$ cat config.mk
export PLATFORM = sky130hd
export DESIGN_NAME = ism_link_master
export DESIGN_NICKNAME = d
export VERILOG_FILES = /design/src/rtl/ism_pkg.sv /design/src/rtl/ism_fifo.sv /design/src/rtl/ism_arbiter.sv /design/src/rtl/ism_shifter.sv /design/src/rtl/ism_link_master.sv
export SDC_FILE = /design/constraint.sdc
export NUM_CORES = 1
export LEC_CHECK = 0
export ABC_AREA = 1
export ABC_CLOCK_PERIOD_IN_PS = 4250
export BUFFER_PORTS_ARGS = -buffer_cell sky130_fd_sc_hd__buf_2
export CAP_MARGIN = 20
export CORE_ASPECT_RATIO = 0.7
export CORE_MARGIN = 10
export CORE_UTILIZATION = 59
export DETAILED_ROUTE_END_ITERATION = 10
export PLACE_DENSITY = 0.88
export SYNTH_ARGS = -nofsm -noshare
export SYNTH_HDL_FRONTEND = slang
export SYNTH_SLANG_ARGS = --single-unit
$ cat constraint.sdc
create_clock -name clk -period 4.25 [get_ports clk]
set_input_delay 0.85 -clock clk [delete_from_list [all_inputs] [get_ports clk]]
set_output_delay 0.85 -clock clk [all_outputs]
set_load 0.01 [all_outputs]
$ cat src/rtl/ism_pkg.sv
package ism_pkg;

   typedef enum logic [1:0] {
      ST_IDLE = 2'd0,
      ST_LOW  = 2'd1,
      ST_HIGH = 2'd2
   } shift_st_e;

   typedef enum logic {
      SRC_SER = 1'b0,
      SRC_CMD = 1'b1
   } src_e;

   localparam logic [1:0] MODE_COMBINED = 2'b10;
   localparam int         CMD_SEL_BIT   = 16;
   localparam int         MIN_FRAME     = 4;
   localparam int         ATTR_SETS     = 2;

endpackage

$ cat src/rtl/ism_fifo.sv
module ism_fifo #(
   parameter int W     = 17,
   parameter int DEPTH = 4
) (
   input  logic         clk,
   input  logic         rst_n,
   input  logic         wr_en,
   input  logic [W-1:0] wr_data,
   output logic         full,
   input  logic         rd_en,
   output logic [W-1:0] rd_data,
   output logic         empty
);
   localparam int AW = (DEPTH > 1) ? $clog2(DEPTH) : 1;
   localparam int CW = $clog2(DEPTH + 1);

   logic [W-1:0]  mem [DEPTH];
   logic [AW-1:0] wr_ptr_q, rd_ptr_q, wr_nx, rd_nx;
   logic [CW-1:0] count_q;
   logic          do_wr, do_rd;

   assign do_wr = wr_en && !full;
   assign do_rd = rd_en && !empty;

   generate
      if ((1 << AW) == DEPTH) begin : g_pow2
         assign wr_nx = wr_ptr_q + AW'(1);
         assign rd_nx = rd_ptr_q + AW'(1);
      end else begin : g_wrap
         assign wr_nx = (wr_ptr_q == AW'(DEPTH - 1)) ? '0 : wr_ptr_q + AW'(1);
         assign rd_nx = (rd_ptr_q == AW'(DEPTH - 1)) ? '0 : rd_ptr_q + AW'(1);
      end
   endgenerate

   always_ff @(posedge clk or negedge rst_n) begin
      if (!rst_n) begin
         wr_ptr_q <= '0;
         rd_ptr_q <= '0;
         count_q  <= '0;
      end else begin
         if (do_wr) wr_ptr_q <= wr_nx;
         if (do_rd) rd_ptr_q <= rd_nx;
         case ({do_wr, do_rd})
            2'b10:   count_q <= count_q + CW'(1);
            2'b01:   count_q <= count_q - CW'(1);
            default: count_q <= count_q;
         endcase
      end
   end

   always_ff @(posedge clk) begin
      if (do_wr) mem[wr_ptr_q] <= wr_data;
   end

   assign rd_data = mem[rd_ptr_q];
   assign full    = (count_q == CW'(DEPTH));
   assign empty   = (count_q == '0);

endmodule

$ cat src/rtl/ism_arbiter.sv
module ism_arbiter (
   input  logic link_active,
   input  logic link_idle,
   input  logic cmd_pending,
   input  logic trig_en,
   input  logic trig_in,
   output logic start_cmd,
   output logic start_ser
);
   logic may_start;
   logic ser_allowed;

   assign may_start   = link_active && link_idle;
   assign ser_allowed = !trig_en || trig_in;
   assign start_cmd   = may_start && cmd_pending;
   assign start_ser   = may_start && !cmd_pending && ser_allowed;

endmodule

$ cat src/rtl/ism_shifter.sv
module ism_shifter
   import ism_pkg::*;
#(
   parameter int FRAME_MAX = 16,
   parameter int SZ_W      = 5,
   parameter int DIV_W     = 4
) (
   input  logic                 clk,
   input  logic                 rst_n,
   input  logic                 start,
   input  src_e                 start_src,
   input  logic [FRAME_MAX-1:0] word,
   input  logic [SZ_W-1:0]      size,
   input  logic [DIV_W-1:0]     div,
   input  logic                 miso,
   output logic                 sck,
   output logic                 mosi,
   output logic                 busy,
   output src_e                 cur_src,
   output logic                 done,
   output logic [FRAME_MAX-1:0] rx_word,
   output logic [FRAME_MAX-1:0] tx_word
);
   shift_st_e            state_q;
   src_e                 src_q;
   logic [DIV_W-1:0]     div_cnt_q, div_q;
   logic [SZ_W-1:0]      bit_cnt_q, size_q;
   logic [FRAME_MAX-1:0] tx_sh_q, rx_sh_q, word_q, frame_mask;
   logic                 half_end, last_bit;

   assign frame_mask = {FRAME_MAX{1'b1}} >> (FRAME_MAX - int'(size));
   assign half_end   = (div_cnt_q == div_q);
   assign last_bit   = (bit_cnt_q == size_q - SZ_W'(1));
   assign done       = (state_q == ST_HIGH) && half_end && last_bit;

   always_ff @(posedge clk or negedge rst_n) begin
      if (!rst_n) begin
         state_q   <= ST_IDLE;
         src_q     <= SRC_SER;
         div_cnt_q <= '0;
         div_q     <= '0;
         bit_cnt_q <= '0;
         size_q    <= SZ_W'(MIN_FRAME);
         tx_sh_q   <= '0;
         rx_sh_q   <= '0;
         word_q    <= '0;
      end else begin
         case (state_q)
            ST_IDLE: begin
               if (start) begin
                  state_q   <= ST_LOW;
                  src_q     <= start_src;
                  size_q    <= size;
                  div_q     <= div;
                  div_cnt_q <= '0;
                  bit_cnt_q <= '0;
                  tx_sh_q   <= word << (FRAME_MAX - int'(size));
                  word_q    <= word & frame_mask;
                  rx_sh_q   <= '0;
               end
            end
            ST_LOW: begin
               if (half_end) begin
                  div_cnt_q <= '0;
                  state_q   <= ST_HIGH;
                  rx_sh_q   <= {rx_sh_q[FRAME_MAX-2:0], miso};
               end else begin
                  div_cnt_q <= div_cnt_q + DIV_W'(1);
               end
            end
            ST_HIGH: begin
               if (half_end) begin
                  div_cnt_q <= '0;
                  if (last_bit) begin
                     state_q <= ST_IDLE;
                  end else begin
                     bit_cnt_q <= bit_cnt_q + SZ_W'(1);
                     tx_sh_q   <= {tx_sh_q[FRAME_MAX-2:0], 1'b0};
                     state_q   <= ST_LOW;
                  end
               end else begin
                  div_cnt_q <= div_cnt_q + DIV_W'(1);
               end
            end
            default: state_q <= ST_IDLE;
         endcase
      end
   end

   assign sck     = (state_q == ST_HIGH);
   assign busy    = (state_q != ST_IDLE);
   assign mosi    = busy && tx_sh_q[FRAME_MAX-1];
   assign cur_src = src_q;
   assign rx_word = rx_sh_q;
   assign tx_word = word_q;

endmodule

$ cat src/rtl/ism_link_master.sv
module ism_link_master
   import ism_pkg::*;
#(
   parameter  int FRAME_MAX = 16,
   parameter  int DIV_W     = 4,
   parameter  int TX_DEPTH  = 4,
   parameter  int RX_DEPTH  = 4,
   localparam int SZ_W      = $clog2(FRAME_MAX + 1)
) (
   input  logic                 clk,
   input  logic                 rst_n,
   input  logic [1:0]           mode_cfg,
   input  logic                 master_en,
   input  logic [SZ_W-1:0]      cfg_size0,
   input  logic [DIV_W-1:0]     cfg_div0,
   input  logic [SZ_W-1:0]      cfg_size1,
   input  logic [DIV_W-1:0]     cfg_div1,
   input  logic                 ser_attr_sel,
   input  logic                 trig_en,
   input  logic                 trig_in,
   input  logic                 tx_wr_en,
   input  logic [31:0]          tx_wr_data,
   output logic                 tx_full,
   input  logic                 rx_rd_en,
   output logic [FRAME_MAX-1:0] rx_rd_data,
   output logic                 rx_empty,
   input  logic [FRAME_MAX-1:0] par_in,
   output logic [FRAME_MAX-1:0] par_out,
   output logic [FRAME_MAX-1:0] ser_last,
   output logic                 sck,
   output logic                 mosi,
   input  logic                 miso,
   output logic                 cs_cmd_n,
   output logic                 cs_ser_n
);
   localparam int TXW = FRAME_MAX + 1;

   generate
      if (FRAME_MAX < MIN_FRAME || FRAME_MAX > CMD_SEL_BIT) begin : g_bad_frame
         $error("FRAME_MAX must lie in 4..16");
      end
      if (TX_DEPTH < 2 || RX_DEPTH < 2) begin : g_bad_depth
         $error("queue depths must be at least 2");
      end
      if (DIV_W < 1) begin : g_bad_div
         $error("DIV_W must be at least 1");
      end
   endgenerate

   logic                 link_active;
   logic [FRAME_MAX-1:0] par_q;
   logic [TXW-1:0]       tx_entry, tx_head;
   logic                 tx_empty;
   logic                 start_cmd, start_ser, shift_start;
   logic                 shift_busy, shift_done;
   src_e                 shift_src;
   logic [FRAME_MAX-1:0] shift_rx, shift_tx, shift_word;
   logic                 attr_sel;
   logic                 rx_full, rx_push;
   logic                 unused_entry;

   logic [SZ_W-1:0]  raw_size [ATTR_SETS];
   logic [SZ_W-1:0]  eff_size [ATTR_SETS];
   logic [DIV_W-1:0] set_div  [ATTR_SETS];

   assign link_active  = master_en && (mode_cfg == MODE_COMBINED);
   assign unused_entry = ^tx_wr_data;

   always_ff @(posedge clk or negedge rst_n) begin
      if (!rst_n) par_q <= '0;
      else        par_q <= par_in;
   end

   assign raw_size[0] = cfg_size0;
   assign raw_size[1] = cfg_size1;
   assign set_div[0]  = cfg_div0;
   assign set_div[1]  = cfg_div1;

   for (genvar g = 0; g < ATTR_SETS; g++) begin : g_attr
      assign eff_size[g] = (raw_size[g] < SZ_W'(MIN_FRAME)) ? SZ_W'(MIN_FRAME) :
                           (raw_size[g] > SZ_W'(FRAME_MAX)) ? SZ_W'(FRAME_MAX) :
                           raw_size[g];
   end

   assign tx_entry = {tx_wr_data[CMD_SEL_BIT], tx_wr_data[FRAME_MAX-1:0]};

   ism_fifo #(.W(TXW), .DEPTH(TX_DEPTH)) u_txq (
      .clk     (clk),
      .rst_n   (rst_n),
      .wr_en   (tx_wr_en),
      .wr_data (tx_entry),
      .full    (tx_full),
      .rd_en   (start_cmd),
      .rd_data (tx_head),
      .empty   (tx_empty)
   );

   ism_arbiter u_arb (
      .link_active (link_active),
      .link_idle   (!shift_busy),
      .cmd_pending (!tx_empty),
      .trig_en     (trig_en),
      .trig_in     (trig_in),
      .start_cmd   (start_cmd),
      .start_ser   (start_ser)
   );

   assign shift_start = start_cmd || start_ser;
   assign attr_sel    = start_cmd ? tx_head[FRAME_MAX] : ser_attr_sel;
   assign shift_word  = start_cmd ? tx_head[FRAME_MAX-1:0] : par_q;

   ism_shifter #(.FRAME_MAX(FRAME_MAX), .SZ_W(SZ_W), .DIV_W(DIV_W)) u_shift (
      .clk       (clk),
      .rst_n     (rst_n),
      .start     (shift_start),
      .start_src (start_cmd ? SRC_CMD : SRC_SER),
      .word      (shift_word),
      .size      (eff_size[attr_sel]),
      .div       (set_div[attr_sel]),
      .miso      (miso),
      .sck       (sck),
      .mosi      (mosi),
      .busy      (shift_busy),
      .cur_src   (shift_src),
      .done      (shift_done),
      .rx_word   (shift_rx),
      .tx_word   (shift_tx)
   );

   assign rx_push = shift_done && (shift_src == SRC_CMD) && !rx_full;

   ism_fifo #(.W(FRAME_MAX), .DEPTH(RX_DEPTH)) u_rxq (
      .clk     (clk),
      .rst_n   (rst_n),
      .wr_en   (rx_push),
      .wr_data (shift_rx),
      .full    (rx_full),
      .rd_en   (rx_rd_en),
      .rd_data (rx_rd_data),
      .empty   (rx_empty)
   );

   always_ff @(posedge clk or negedge rst_n) begin
      if (!rst_n) begin
         par_out  <= '0;
         ser_last <= '0;
      end else if (shift_done && shift_src == SRC_SER) begin
         par_out  <= shift_rx;
         ser_last <= shift_tx;
      end
   end

   assign cs_cmd_n = !(shift_busy && shift_src == SRC_CMD);
   assign cs_ser_n = !(shift_busy && shift_src == SRC_SER);

endmodule

==> results list, run 1 <==
- Global route total overflow: 0
- Global routing used 4.648% of the available met3 tracks.
* Family with the most delay on the worst path: simple AND/OR/NAND/NOR gates
* Post-Synthesis Cells: 1199
- The number of nets in the synthesized netlist is 1297.
- Average wire per cell in the routed design: 17.99 um
* Hold_buf cts: 0
* Die Y: 138.6 um
* Grt peak-use layer: met2
- Counting every sink on the clock net gives 263.
* Synth cell types: 51
- Class of the most critical setup path: reg -> reg
* Worst-margin pin slew: 1.103 ns
- Comb pwr share: 15.3%
* Peak supply drop: 0.0002550 V
- Yosys mapped a number of flops with a built-in enable equal to 132.
- Of all flip-flops after synthesis, the portion carrying an async set or reset was 49.81%.
* Relative slew slack: 26.36%
- The detail route stage leaves a number of antenna-violating nets equal to 0.
- Leaving out fill and tap cells, the most frequent cell in the layout is sky130_fd_sc_hd__nand2_1.
- CP bufs+invs: 3
- Number of antenna diodes: 0
- Among all flip-flop cells after synthesis, the most frequent one is sky130_fd_sc_hd__edfxtp_1.
* Layout area overhead: 13.51%
- Least setup slack across all paths after layout: 0.7968 ns
- Max Fanout on Critical Path: 23
* Min Clock Period, post-route: 3.453 ns
- Rows: 43
- Areal power density over the cells: 431.6 mW/mm2
* Clock skew: 0.008641 ns
* Fin Hold WS: 0.2963 ns
- Setup violations remaining at the end of the flow were counted as 0.
- Nets@finish: 1406
* Number of global-route vias before repair: 8817
- Internal power comes to 4228 uW.
- Cell Chain, Critical Path: inv_1 > ha_1 > nand2_2 > nor2_2 > nand2_4 > nand2_8 > nand3_2 > nand2_2 > ha_1 > inv_1 > nand2_1 > nand2_2 > inv_2 > nand2_1 > nor2_1 > nand2_1 > nand3_1 > o21ai_0
- Sum of negative setup slack: 0 ns
- At the worst endpoint, the arrival time is 3.86 ns.
* Ratio of cells with drive above 1 in the final layout: 16.80%
- For the worst-skew pair, the clock arrives at the later sink with an insertion delay of 0.54 ns.
- # fillers: 1409
* Core footprint: 0.01980 mm2
* Kind of end point of the critical path: flip-flop
* Part of the total power dissipated in the clock network: 36.8%
* Number of design-rule violations left by the first detailed-router iteration: 1104
* Postcts setup bufs: 0
* Cell with the largest stage delay on the worst path: sky130_fd_sc_hd__dfrtp_1
- After clock tree synthesis, the repair step resized 0 gates.
- Largest stage delay, worst path: 0.44 ns
- Clock slew at the register clock pins of the worst setup and hold paths: 0.07 ns
- For the worst setup path, the data required time is 4.66 ns.
- The library cells used most frequently in the layout, excluding fill and tap cells, are 195 x sky130_fd_sc_hd__nand2_1, 147 x sky130_fd_sc_hd__nor2_1, 132 x sky130_fd_sc_hd__edfxtp_1, 130 x sky130_fd_sc_hd__dfrtp_1, 118 x sky130_fd_sc_hd__nand3_1.
* Startpoint type of the worst setup path: flip-flop
- Clock tree from TritonCTS: yes
- Number of primary I/O pins: 131
- Measured along the x axis, the die boundary spans 189.5 um.
- Share of total power consumed by net switching: 27.25%
* Mean cell area of the mapped netlist: 9.894 um2
- Via density per instance: 5.672
* H-tree Lvls: 1
- Detailed Place HPWL: 19.89 mm
* Final weighted congestion in routability-driven placement: 0.9452
* Post-Route WL: 28.72 mm
* Total via count after detailed routing: 9058
* Number of clock buffers inserted by TritonCTS: 25
* Static leakage: 0.006109 uW
- Number of hold violations in the final report: 0
- Summed over all nets, the switching power comes to 1584 uW.
* Mapped Area: 0.01186 mm2
- Status: finished clean
- Die area: 0.02627 mm2
* Number of buffer cells added on primary ports: 115
* Routing usage on met2: 33.08%
- Derived from the worst setup path, the maximum achievable clock frequency is 289.6 MHz.
* Tightest Hold Check Type: in -> async
* DRC: 0
* Max clock buf depth: 3
* Met1 usage: 30.21%
- Setup repair after global routing left no endpoint under its margin.
* Wire length of the first global-routing pass: 46.29 mm
* First drt pass iteration count: 6
* Total routing usage reported by global routing: 21.47%
- Antenna violations before repair: 0
- The placed instances occupy a cell area of 0.01267 mm2.
- Of the total power, registers draw 47.9%.
- Sequential element share of the synthesized area: 61.06%
- Once layout is done, the placed cells without fillers occupy 0.01347 mm2.
- Dividing the final minimum period by the clock period gives 81.25%.
* Largest net degree at the start of global routing: 65
- Post-Route Utilization: 68.01%
* Cell at the root of the clock tree: sky130_fd_sc_hd__clkbuf_16
- Once the floorplan was initialized, standard cells occupied 59.92% of the core.
* Max-cap violations: 0
- Post-placement setup slack: 0.8374 ns
- Synth Warn #: 0
- FF+latch count, synth: 263
- The final number of max-transition violations is 0.
==> worst paths after layout <==
check                      depth (start not counted)            endpoint               start  slack (ns)
setup / recovery                                  18  u_shift.tx_word[1]  u_shift.state_q[0]        0.80
hold / removal                                     1   u_rxq.rd_ptr_q[0]               rst_n        0.30
setup reg to reg                                  18  u_shift.tx_word[1]  u_shift.state_q[0]        0.80
hold reg to reg                                    1    u_txq.count_q[0]    u_txq.count_q[0]        0.49
max in group asynchronous                          2   u_shift.size_q[2]               rst_n        3.03
min in group clk                                   1           par_q[13]          par_in[13]        0.42
==> registers in the layout (all words and copies together) (netlist names), 3 cells and up <==
| signal | count |
|---|---|
| u_rxq.count_q | 3 |
| u_shift.bit_cnt_q | 5 |
| par_q | 16 |
| u_shift.size_q | 5 |
| u_rxq.mem | 64 |
| u_txq.mem | 68 |
| par_out | 16 |
| u_shift.div_cnt_q | 4 |
| ser_last | 16 |
| u_txq.count_q | 3 |
| u_shift.div_q | 4 |
| u_shift.rx_word | 16 |
| u_shift.tx_word | 16 |
| u_shift.tx_sh_q | 16 |
==> power by group through the flow <==
| stage | clock (uW) | sequential, uW | combinational (uW) |
|---|---|---|---|
| 6_report | 2140 | 2780 | 891 |
| 3_3_place_gp | 0 | 2820 | 840 |
| 4_1_cts | 2150 | 2780 | 885 |
| 2_1_floorplan | 0 | 2800 | 585 |
| 5_1_grt | 2260 | 2790 | 990 |
| 3_5_place_dp | 0 | 2830 | 873 |
==> metal layers <==
layer | share of wire (%) | routed length [um]
met1 | 43 | 12290
met2 | 46 | 13130
met3 | 9.7 | 2796
met4 | 1.8 | 510
met5 | 0 | 0
==> Yosys cell counts, types with 2 or more instances <==
master                     number  area (um2)
sky130_fd_sc_hd__buf_1          3       11.26
sky130_fd_sc_hd__nor2_1       151       566.8
sky130_fd_sc_hd__inv_1        104       390.4
sky130_fd_sc_hd__inv_2          6       22.52
sky130_fd_sc_hd__edfxtp_1     132        3964
sky130_fd_sc_hd__o21ai_2        2       17.52
sky130_fd_sc_hd__o21ai_1        3       15.01
sky130_fd_sc_hd__a21oi_1       68       340.3
sky130_fd_sc_hd__nor2_4         2       22.52
sky130_fd_sc_hd__nand3_1      118       590.6
sky130_fd_sc_hd__buf_6          3       33.78
sky130_fd_sc_hd__nor2_2         3       18.77
sky130_fd_sc_hd__nand2_8        2       40.04
sky130_fd_sc_hd__xnor2_1        9       78.83
sky130_fd_sc_hd__o22ai_1       28       175.2
sky130_fd_sc_hd__fa_1           2       40.04
sky130_fd_sc_hd__o21ai_0      110       550.5
sky130_fd_sc_hd__nand2_2       13       81.33
sky130_fd_sc_hd__clkbuf_1      29       108.9
sky130_fd_sc_hd__nand4_1        4       25.02
sky130_fd_sc_hd__buf_2         12       60.06
sky130_fd_sc_hd__or2_2          5       31.28
sky130_fd_sc_hd__o31ai_1        2       15.01
sky130_fd_sc_hd__buf_4          2       15.01
sky130_fd_sc_hd__nand2_4        7       78.83
sky130_fd_sc_hd__nand2_1      195       732.0
sky130_fd_sc_hd__ha_1          19       237.7
sky130_fd_sc_hd__o211ai_1       2       15.01
sky130_fd_sc_hd__dfrtp_1      130        3253
sky130_fd_sc_hd__xor2_1        12       105.1
==> cell type report <==
type | count | area, um2 | share of cell area, %
Clock buffer | 38 | 698.2 | 5.185
Clock inverter | 8 | 85.08 | 0.6319
Inverter | 113 | 427.9 | 3.178
Multi-Input combinational cell | 773 | 3956 | 29.38
Sequential cell | 263 | 7243 | 53.79
Tap cell | 270 | 337.8 | 2.509
Timing Repair Buffer | 132 | 716.9 | 5.324
==> logic make-up (layout without fill, tap and decap cells) <==
| group | count (synthesis) | after routing | share of synthesized area, % |
|---|---|---|---|
| buffers and inverters | 163 | 291 | 5.706 |
| AO/OA/AOI/OAI | 221 | 221 | 10.03 |
| flip-flops | 263 | 263 | 61.06 |
| XOR/XNOR | 21 | 21 | 1.550 |
| AND/OR/NAND/NOR | 510 | 510 | 19.31 |
| adder cells (fa/ha/maj) | 21 | 21 | 2.342 |
==> per-stage QoR <==
step | total power (uW) | std cells
after floorplan | 3381 | 1199
after global placement | 3664 | 1550
after detailed placement | 3702 | 1550
after CTS | 5813 | 1596
after global routing | 6034 | 1597
final | 5812 | 1597
Note: power is estimated with default switching activity, not from simulation.
==> inputs of run 2 (changes only) <==
--- a/config.mk
+++ b/config.mk
@@ -5,15 +5,15 @@
 export SDC_FILE = /design/constraint.sdc
 export NUM_CORES = 1
 export LEC_CHECK = 0
-export ABC_AREA = 1
-export ABC_CLOCK_PERIOD_IN_PS = 4250
+export ABC_AREA = 0
+export ABC_CLOCK_PERIOD_IN_PS = 2800
 export BUFFER_PORTS_ARGS = -buffer_cell sky130_fd_sc_hd__buf_2
 export CAP_MARGIN = 20
 export CORE_ASPECT_RATIO = 0.7
 export CORE_MARGIN = 10
-export CORE_UTILIZATION = 59
+export CORE_UTILIZATION = 53
 export DETAILED_ROUTE_END_ITERATION = 10
-export PLACE_DENSITY = 0.88
+export PLACE_DENSITY = 0.84
 export SYNTH_ARGS = -nofsm -noshare
 export SYNTH_HDL_FRONTEND = slang
 export SYNTH_SLANG_ARGS = --single-unit
==> constraint.sdc (replaced) <==
create_clock -name clk -period 2.8 [get_ports clk]
set_input_delay 0.56 -clock clk [delete_from_list [all_inputs] [get_ports clk]]
set_output_delay 0.56 -clock clk [all_outputs]
set_load 0.01 [all_outputs]
==> results list, run 2 <==
- Total routing usage reported by global routing: 20.17% (-1.3 points)
- Synth cell types: 59 (+16%)
* # fillers: 1361 (-3.4%)
* Class of the most critical setup path: reg -> reg
- The top-level I/O count was 131 (unchanged).
- Kind of end point of the critical path: flip-flop
* Max Fanout on Critical Path: 5 (-78%)
- The xor and xnor area share after synthesis came to 2.323% (+0.77 points).
* Number of hold violations in the final report: 0 (unchanged)
- The worst reg-to-reg path cell count is 13 (-5).
* Signal arrival time at the worst endpoint: 3.50 ns (-0.36 ns)
- The proportion of netlist area held by the largest area contributor is 34.39% (+0.97 points).
* Synth Flop Type: sky130_fd_sc_hd__edfxtp_1
- Areal power density over the cells: 941.0 mW/mm2 (+120%)
- Worst R2R End: u_shift.tx_sh_q[9]
* Total internal power: 9281 uW (+120%)
- The overall via count from detail_route is 7936 (-12%).
* Post-Route WL: 30.15 mm (+5.0%)
* Most frequently used cell type in the post-synthesis netlist: sky130_fd_sc_hd__edfxtp_1
* Largest stage delay, worst path: 0.39 ns (-0.05 ns)
- Unrepaired setup endpoints after global routing: yes
- Global route total overflow: 0 (unchanged)
* First drt pass iteration count: 5 (-1)
- Static leakage: 0.006191 uW (+1.3%)
- Commonest cells after routing, fill and taps aside: 132 x sky130_fd_sc_hd__edfxtp_1, 130 x sky130_fd_sc_hd__dfrtp_1, 114 x sky130_fd_sc_hd__buf_2, 92 x sky130_fd_sc_hd__buf_4, 53 x sky130_fd_sc_hd__nand2_1
- The flow ran to the end, but the final reports show violations.
- Number of design-rule violations left by the first detailed-router iteration: 905 (-18%)
- Mapped Area: 0.01153 mm2 (-2.8%)
* Core footprint: 0.02151 mm2 (+8.6%)
- The width of the die was 196.3 um (+3.6%).
* Mux share of post-synthesis cell area: 15.84% (+16 points)
- The die outline area came to 0.02814 mm2 (+7.1%).
* Cell area after layout: 0.01468 mm2 (+9.0%)
* Peak supply drop: 0.0006713 V (+160%)
* Worst-margin pin slew: 0.6467 ns (-0.4568 ns)
- Layout area overhead: 27.31%
* Via density per instance: 6.053 (+6.7%)
- The checks that failed: setup timing.
* DRC: 0 (unchanged)
- Detailed Place HPWL: 18.38 mm (-7.6%)
- The worst endpoint required time came to 3.21 ns (-1.45 ns).
* Comb pwr share: 35.2% (+20 points)
- The switching power summed over all nets was 4529 uW (+190%).
- Starting Density: 53.60% (-6.3 points)
- Number of flip-flops under the largest register name: 68 (unchanged)
* Register with the most flip-flops: u_txq.mem
- Number of antenna diodes: 0 (unchanged)
- Ratio of cells with drive above 1 in the final layout: 40.91% (+24 points)
* Sequential element share of the synthesized area: 62.84% (+1.8 points)
- TritonCTS built the clock tree.
- The number of enable-type register cells in the synthesized netlist was 132 (unchanged).
- The number of clock sinks came to 263 (unchanged).
* Post-placement setup slack: -0.3403 ns (-1.178 ns)
* Minimum setup slack among reg-to-reg paths: -0.30 ns (-1.09 ns)
- Relative slew slack: 56.89% (+31 points)
- Cell with the largest stage delay on the worst path: sky130_fd_sc_hd__dfrtp_1
- The fraction of the cycle the final worst path needs came to 110.6% (+29 points).
- The die boundary height was 143.4 um (+3.4%).
* Max clock buf depth: 3 (unchanged)
- Dominant combinational cell family by area after synthesis: multiplexers
- Latest clock arrival within the worst-skew pair: 0.53 ns (about the same)
- Cell Chain, Critical Path: inv_2 > ha_4 > and4b_1 > and2_4 > mux2_4 > mux2i_4 > inv_4 > ha_4 > buf_4 > mux4_2 > mux2_4 > a2111oi_4 > nor3_1
* Setup violation total in the final timing report: 30 (+30)
- Post-Synth Adder-Cell Area: 2.410% (+0.068 points)
* Mean cell area of the mapped netlist: 14.57 um2 (+47%)
* Antenna violations before repair: 0 (unchanged)
- The placement-stage cell area came to 0.01314 mm2 (+3.7%).
- The clock tree skew after final layout was 0.01498 ns (+0.006342 ns).
* Tightest Hold Check Type: in -> async
* Antenna violation net count after detailed routing: 0 (unchanged)
- Synth cell count leaders: 132 x sky130_fd_sc_hd__edfxtp_1, 130 x sky130_fd_sc_hd__dfrtp_1, 54 x sky130_fd_sc_hd__nand2_1, 51 x sky130_fd_sc_hd__mux2_2, 44 x sky130_fd_sc_hd__o21ai_0
- Clock slew at the register clock pins of the worst setup and hold paths: 0.06 ns (about the same)
- Sum of negative setup slack: -3.902 ns (-3.902 ns)
- Top cells by area in the synthesized netlist: sky130_fd_sc_hd__edfxtp_1 34%, sky130_fd_sc_hd__dfrtp_1 28%, sky130_fd_sc_hd__mux4_2 7.6%
* Top flop regs: u_txq.mem x68, u_rxq.mem x64
* Hold_buf cts: 0 (unchanged)
- Non-filler cells in the finished layout: 1311 (-18%)
- The fraction of registers with async set or reset after synthesis was 49.81% (unchanged).
- The routed length per placed instance was 23.00 um (+28%).
- Rows: 45 (+4.7%)
- The count of buffers from port buffering came to 115 (unchanged).
- Nets@finish: 1107 (-21%)
- The largest total area in the synthesized netlist belongs to sky130_fd_sc_hd__edfxtp_1.
* Post-Syn Nets: 889 (-31%)
* Max Fclk: 322.8 MHz (+11%)
* Count of final max-slew check failures: 0 (unchanged)
- The number of warnings printed during yosys synthesis was 0 (unchanged).
- The worst setup path is launched from a flip-flop.
* Largest net degree at the start of global routing: 65 (unchanged)
* Min Clock Period, post-route: 3.098 ns (-0.3555 ns)
* H-tree Lvls: 1 (unchanged)
* Part of the power in registers: 37.7% (-10 points)
* Power after layout: 13810 uW (+140%)
- Number of placed instances, taps included: 1233 (-20%)
- The total of flip-flops plus latches after synthesis came to 263 (unchanged).
* Share of total power consumed by net switching: 32.80% (+5.5 points)
- Complex-gate fraction of the synthesized area: 7.175% (-2.9 points)
- Wire length of the first global-routing pass: 45.20 mm (-2.4%)
- The number of max-capacitance violations reported was 0 (unchanged).
- The final estimated routing congestion in global placement is 0.9079 (-3.9%).
- Cell at the root of the clock tree: sky130_fd_sc_hd__clkbuf_16
* Critical register-to-register path startpoint: u_shift.state_q[0]
- Number of clock buffers inserted by TritonCTS: 26 (+4.0%)
* Least setup slack across all paths after layout: -0.2977 ns (-1.094 ns)
- Post-synthesis simple-gate area fraction: 6.806% (-13 points)
- Post-Synthesis Cells: 791 (-34%)
- The number of global-route vias before repair came to 8031 (-8.9%).
- The power share of the clock group came to 27.1% (-9.7 points).
- Most common cell after layout, fill and taps aside: sky130_fd_sc_hd__edfxtp_1
[run 2: changes by cell type in the layout (fill, tap and decap cells not counted), moves of 50 or more]
cell,previous run,this run
sky130_fd_sc_hd__nand3_1,118,24
sky130_fd_sc_hd__o21ai_0,110,34
sky130_fd_sc_hd__inv_1,104,25
sky130_fd_sc_hd__mux2_2,0,50
sky130_fd_sc_hd__a21oi_1,67,17
sky130_fd_sc_hd__nor2_1,147,27
sky130_fd_sc_hd__buf_4,16,92
sky130_fd_sc_hd__nand2_1,195,53
[run 2: power groups by stage]
stage | Combinational, uW | Sequential [uW] | Clock (uW)
2_1_floorplan | 2850 | 5070 | 0
6_report | 4860 | 5200 | 3740
3_3_place_gp | 4080 | 5180 | 0
5_1_grt | 5240 | 5250 | 3930
4_1_cts | 4510 | 5160 | 3770
3_5_place_dp | 4210 | 5220 | 0
[run 2: cells by family (layout without fill, tap and decap cells)]
group                    Yosys count  in the layout
AO/OA/AOI/OAI                    121            121
flip-flops                       263            263
buffers and inverters             73            311
XOR/XNOR                          29             29
AND/OR/NAND/NOR                  165            165
adder cells (fa/ha/maj)           21             21
multiplexers                     119            119
[run 2: area by class of cell]
type | instances | area, um2 | share of cell area, %
Sequential cell | 263 | 7243 | 49.36
Multi-Input combinational cell | 455 | 4330 | 29.51
Clock inverter | 13 | 203.9 | 1.390
Clock buffer | 35 | 724.4 | 4.936
Timing Repair Buffer | 234 | 1704 | 11.61
Inverter | 29 | 116.4 | 0.7929
Tap cell | 282 | 352.8 | 2.404
[run 2: how the worst max path moves through the flow]
stage | from | end | slack [ns] | cells after the start
5_1_grt | u_shift.state_q[0] | u_shift.tx_sh_q[9] | -0.41 | 13
3_3_place_gp | mode_cfg[0] | u_shift.tx_sh_q[14] | -0.32 | 11
3_5_place_dp | mode_cfg[0] | u_shift.tx_sh_q[14] | -0.34 | 11
2_1_floorplan | u_shift.state_q[0] | u_shift.tx_sh_q[15] | -0.43 | 14
4_1_cts | u_shift.state_q[0] | u_shift.tx_sh_q[15] | -0.24 | 12
6_report | u_shift.state_q[0] | u_shift.tx_sh_q[9] | -0.30 | 13
[run 2: per-stage QoR]
stage                     util [%]  hold slack [ns]
after floorplan                  -           0.2644
after global placement       61.07           0.4646
after detailed placement     61.07           0.4891
after CTS                    66.91          0.04531
after global routing         68.23          0.05754
final                        68.23         0.008553
[run 2: repair_timing]
action	in CTS	in global routing
setup endpoints to repair	32	34
resized for setup	44	38
cloned	3	0
buffers inserted	10	18
pin swaps	15	27
[run 2: critical path: cells and delay by family, from the launching register on]
family	cells	cell delay [ns]
AO/OA/AOI/OAI	1	0.21
buffers and inverters	3	0.28
multiplexers	4	1.16
adder cells (fa/ha/maj)	2	0.44
AND/OR/NAND/NOR	3	0.48
flip-flops	1	0.39
[run 2: per-layer routing]
metal  track usage [%]  vias to the layer above  wire length, um
met5                 0                        -                0
met4             6.090                        0             1249
met3             4.493                      120             2708
met2             32.36                      502            14290
met1             27.06                     3906            11900
li1                  -                     3408                -
